==> config.mk <==
export PLATFORM = sky130hd
export DESIGN_NAME = grp_irq_event_mask
export DESIGN_NICKNAME = d
export VERILOG_FILES = /design/src/rtl/grp_irq_event_mask.sv
export SDC_FILE = /design/constraint.sdc
export NUM_CORES = 1
export LEC_CHECK = 0
export CORE_MARGIN = 2
export CORE_UTILIZATION = 43
export CTS_BUF_LIST = sky130_fd_sc_hd__clkbuf_2
export CTS_CLUSTER_DIAMETER = 100
export DETAILED_ROUTE_END_ITERATION = 10
export PLACE_DENSITY = 0.88
export SKIP_CTS_REPAIR_TIMING = 1
export SLEW_MARGIN = 0
export SYNTH_ARGS = -nofsm -noshare
export SYNTH_HDL_FRONTEND = slang
export SYNTH_SLANG_ARGS = --single-unit
==> constraint.sdc <==
create_clock -name clk -period 1.65 [get_ports clk]
set_input_delay 0.33 -clock clk [delete_from_list [all_inputs] [get_ports clk]]
set_output_delay 0.33 -clock clk [all_outputs]
set_load 0.02 [all_outputs]
==> src/rtl/grp_irq_event_mask.sv <==
module grp_irq_event_mask #(
  parameter int TX_W = 8
) (
  input  logic            clk,
  input  logic            rst_n,
  input  logic [1:0]      reg_addr,
  input  logic            reg_we,
  input  logic [31:0]     reg_wdata,
  output logic [31:0]     reg_rdata,
  input  logic [TX_W-1:0] tx_evt_i,
  input  logic            parse_err_i,
  input  logic            parity_err_i,
  input  logic            filer_done_i,
  input  logic [1:0]      filer_code_i,
  input  logic            filer_dis_ring_i,
  output logic            irq_tx_o,
  output logic            irq_rx_o,
  output logic            irq_err_o
);

  localparam int B_RES  = 0;
  localparam int B_QUE  = 1;
  localparam int B_PAR  = 2;
  localparam int B_GP   = 3;
  localparam int B_PERR = 4;
  localparam int B_RXF  = 5;
  localparam int TX_LSB = 8;

  localparam logic [31:0] GRP_ERR = 32'h0000_0007;
  localparam logic [31:0] GRP_RX  = 32'h0000_0038;
  localparam logic [31:0] GRP_TX  = 32'(((64'd1 << TX_W) - 64'd1) << TX_LSB);
  localparam logic [31:0] IMPL    = GRP_ERR | GRP_RX | GRP_TX;

  localparam logic [1:0] C_ACC  = 2'd0;
  localparam logic [1:0] C_GP   = 2'd1;
  localparam logic [1:0] C_EXH  = 2'd2;

  logic [31:0] evt_q, mask_q, set_vec, clr_vec, live;
  logic        evt_wr, mask_wr, accept;

  assign evt_wr  = reg_we && (reg_addr == 2'd0);
  assign mask_wr = reg_we && (reg_addr == 2'd1);
  assign accept  = filer_done_i && !filer_dis_ring_i && !filer_code_i[1];

  always_comb begin
    set_vec         = '0;
    set_vec[B_RXF]  = accept;
    set_vec[B_GP]   = accept && (filer_code_i == C_GP);
    set_vec[B_RES]  = filer_done_i && filer_code_i[1];
    set_vec[B_QUE]  = filer_done_i && ((filer_code_i == C_EXH) || filer_dis_ring_i);
    set_vec[B_PAR]  = parity_err_i;
    set_vec[B_PERR] = parse_err_i;
    set_vec[TX_LSB +: TX_W] = tx_evt_i;
  end

  assign clr_vec = evt_wr ? reg_wdata : 32'd0;

  always_ff @(posedge clk) begin
    if (!rst_n) begin
      evt_q  <= '0;
      mask_q <= '0;
    end else begin
      evt_q <= ((evt_q & ~clr_vec) | set_vec) & IMPL;
      if (mask_wr) mask_q <= reg_wdata & IMPL;
    end
  end

  always_comb begin
    case (reg_addr)
      2'd0:    reg_rdata = evt_q;
      2'd1:    reg_rdata = mask_q;
      default: reg_rdata = '0;
    endcase
  end

  assign live      = evt_q & mask_q;
  assign irq_tx_o  = |(live & GRP_TX);
  assign irq_rx_o  = |(live & GRP_RX);
  assign irq_err_o = |(live & GRP_ERR);

  AST_MASK_ZERO_SILENCES: assert property (@(posedge clk) disable iff (!rst_n)
    (mask_wr && reg_wdata == 32'd0) |=> (!irq_tx_o && !irq_rx_o && !irq_err_o));

  AST_W1C_CLEARS: assert property (@(posedge clk) disable iff (!rst_n)
    evt_wr |=> ((evt_q & $past(reg_wdata & ~set_vec)) == 32'd0));

  AST_STICKY_HOLD: assert property (@(posedge clk) disable iff (!rst_n)
    !evt_wr |=> ((evt_q & $past(evt_q)) == $past(evt_q)));

  AST_SET_WINS: assert property (@(posedge clk) disable iff (!rst_n)
    (|set_vec) |=> ((evt_q & $past(set_vec & IMPL)) == $past(set_vec & IMPL)));

  AST_GP_WITH_FRAME: assert property (@(posedge clk) disable iff (!rst_n)
    (filer_done_i && !filer_dis_ring_i && filer_code_i == C_GP) |=> (evt_q[B_GP] && evt_q[B_RXF]));

  AST_EXHAUST_PAIR: assert property (@(posedge clk) disable iff (!rst_n)
    (filer_done_i && filer_code_i == C_EXH) |=> (evt_q[B_RES] && evt_q[B_QUE]));

  AST_UNUSED_ADDR_READ: assert property (@(posedge clk) disable iff (!rst_n)
    reg_addr[1] |-> (reg_rdata == 32'd0));

endmodule

==> impl_results.md <==
* Number of register bits inferred by synthesis at 28
* FF+latch area at 569.3 µm²
* CTS clk-pin slew, worst paths at 0.24 ns
* First-pass GRT wire length at 5.844 mm
* Leakage power total at 1.090 nW
* Hold Fails Final Rpt at 0
* Die outline height at 64.19 µm
* Final Max Tran Viols at 0
* Worst-skew pair later-pin latency at 0.33 ns
* Clock tree from TritonCTS: done
* Effective utilization at floorplan at 0.4560
* Start point of the worst hold path: mask_q[2]
* Most frequent standard cell in the layout excluding fill and tap cells: clkdlybuf4s50_1
* WL final at 3.515 mm
* Maxcap violations at 0
* Synthesized cell area at 1558 µm²
* Ratio of cells with drive above 1 in the final layout at 0.2189
* Die span in x at 64.19 µm
* DRC violations left at 0
* Pin count of the biggest net entering global routing at 41
* Total power divided by cell area at 619.9 nW/µm²
* Accumulated negative setup slack at 0 ns
* Final total power at 1.315 mW
* Via count of the first global-routing pass at 1329
* Mean post-synth cell area at 8.559 µm²
* Placeable Area at 3416 µm²
* Htree depth at 1
* First drt pass iteration count at 4
* Hold slack at 0.4880 ns
* Path type of the worst setup path: input port to output pin
* Critical path startpoint: reg_addr[1]
* Ys Warns at 0
* Clock net sink count at 28
* Number of standard cells after synthesis at 182
* Worst hold path class: flip-flop to flip-flop
* Gp weighted congestion at 0.7625
* Count of endpoints failing setup in the final report at 0
* Leading cell types in the layout, fill and taps excluded: clkdlybuf4s50_1, dfxtp_1, conb_1
* Top Ports at 86
* Initial antenna violation count at 0
* Family of cells with the greatest summed delay on the critical path: buffers and inverters
* Clk buf depth at 2
* Number of vias per cell after detailed routing at 4.993
* Iter 0 DRT Violations at 55
* Synth-to-Final Area Change at 36.14%
* Delay contributed by the slowest stage of the critical path at 0.44 ns
* CTS root buf: clkbuf_2
* Required time of the critical path at 1.32 ns
* FMAX at 617.5 MHz
* CP startpoint kind: input port
* Total gr overflow at 0
* Worst-path cell chain: clkdlybuf4s50_1, buf_12, nor2_1, dlymetal6s2s_1
* Maximum resistive drop on vdd at 0.0004251 V
* Per-cell routed wire length at 12.60 µm
* Min cycle time layout at 1.619 ns
* Largest clock skew in the final design at 0 ns
* Number of vias after detailed routing at 1393
* RSZ-0062 raised after global routing: yes
* Number of inserted diodes at 0
* Element type at the critical path end: output pin
* # rows at 21
* Status: finished clean
* Number of nets with antenna violations after routing at 0
* Total number of nets in the final design at 286
* Count of buffers from port buffering at 49
* Num CTS Buffers at 3
* Library cells used by synthesis at 28
* Fill cell total of the finished layout at 320
* Final clock period utilization by the worst path at 0.9815
* Highest net fanout along the worst path at 16
* Standard cell with the maximum stage delay on the critical path: clkdlybuf4s50_1
* Post-DP HPWL at 2.504 mm
* Data arrival at the endpoint of the critical path at 1.29 ns
* Core occupancy in the finished layout at 0.6209
* Sequential share of the synthesized area at 0.3598
* Area used by multi-input combinational logic at 814.5 µm²
* R2R Path Start: evt_q[1]
* Global Route Usage Sum at 0.1724
* CP bufs+invs at 3
* Total die area at 4120 µm²
## tightest hold or removal path: cells and delay by family, from the launching register on
kind               cells  cell delay [ns]
AOI/OAI and AO/OA      1             0.05
DFF                    1             0.38
and+or+nand+nor        1             0.07
## cell usage after synthesis, drive strengths merged
| library cell | number | share of area |
|---|---|---|
| a21bo | 1 | 0.0064 |
| a21oi | 2 | 0.0064 |
| a222oi | 2 | 0.013 |
| a22oi | 4 | 0.019 |
| a311oi | 1 | 0.0056 |
| a31o | 1 | 0.0056 |
| a31oi | 10 | 0.040 |
| a32o | 1 | 0.0064 |
| and3b | 1 | 0.0056 |
| buf | 25 | 0.12 |
| clkbuf | 4 | 0.0096 |
| conb | 1 | 0.0024 |
| dfxtp | 28 | 0.36 |
| inv | 13 | 0.031 |
| mux2i | 14 | 0.090 |
| nand2 | 17 | 0.041 |
| nand3 | 14 | 0.064 |
| nand4 | 1 | 0.0040 |
| nor2 | 14 | 0.034 |
| nor2b | 1 | 0.0040 |
| nor3b | 1 | 0.0080 |
| nor4b | 1 | 0.0056 |
| o21ai | 25 | 0.11 |
## cells by family (layout without fill, tap and decap cells)
family | after synthesis | count (layout) | synth area share
other cells | 1 | 18 | 0.002407
mux | 14 | 14 | 0.08996
buf+inv | 42 | 76 | 0.1646
compound gates | 47 | 47 | 0.2169
simple gates | 50 | 50 | 0.1663
flops | 28 | 28 | 0.3598
## state kept, by name, summed over array words and instances (netlist names)
| name | count |
|---|---|
| evt_q | 14 |
| mask_q | 14 |
## final timing paths
check | to | slack [ns] | depth (start not counted)
setup / recovery | reg_rdata[12] | 0.03 | 4
hold / removal | mask_q[2] | 0.49 | 2
setup reg to reg | evt_q[1] | 0.86 | 2
hold reg to reg | mask_q[2] | 0.49 | 2
## metrics by stage
stage / setup slack, ns / area, µm² / instances
6_report: 0.03054 / 2121 / 279
3_5_place_dp: -0.5150 / 2054 / 274
3_3_place_gp: -0.5155 / 2054 / 274
2_1_floorplan: 0.2536 / 1622 / 199
5_1_grt: -0.06906 / 2121 / 279
4_1_cts: -0.5160 / 2069 / 277
## report_power, final
part / internal [mW] / leakage, nW / switching [mW] / total [mW]
Combinational: 0.161 / 0.844 / 0.174 / 0.336
Sequential: 0.716 / 0.233 / 0.0285 / 0.745
Clock: 0.0495 / 0.0125 / 0.185 / 0.234
Total: 0.927 / 1.09 / 0.388 / 1.31
## final cells by class
| class | instances | share of cell area |
|---|---|---|
| Multi-Input combinational cell | 129 | 0.3841 |
| Sequential cell | 28 | 0.2684 |
| Tap cell | 46 | 0.02714 |
| Timing Repair Buffer | 60 | 0.2903 |
| Inverter | 13 | 0.02301 |
| Clock buffer | 3 | 0.007080 |
## per-layer routing
layer,share of wire,GRT usage
met2,0.48,0.2995
met3,0.046,0.02289
met5,0,0
met1,0.47,0.2292
met4,0.0040,0.03191
No activity file was read; power rests on OpenSTA's default activity.
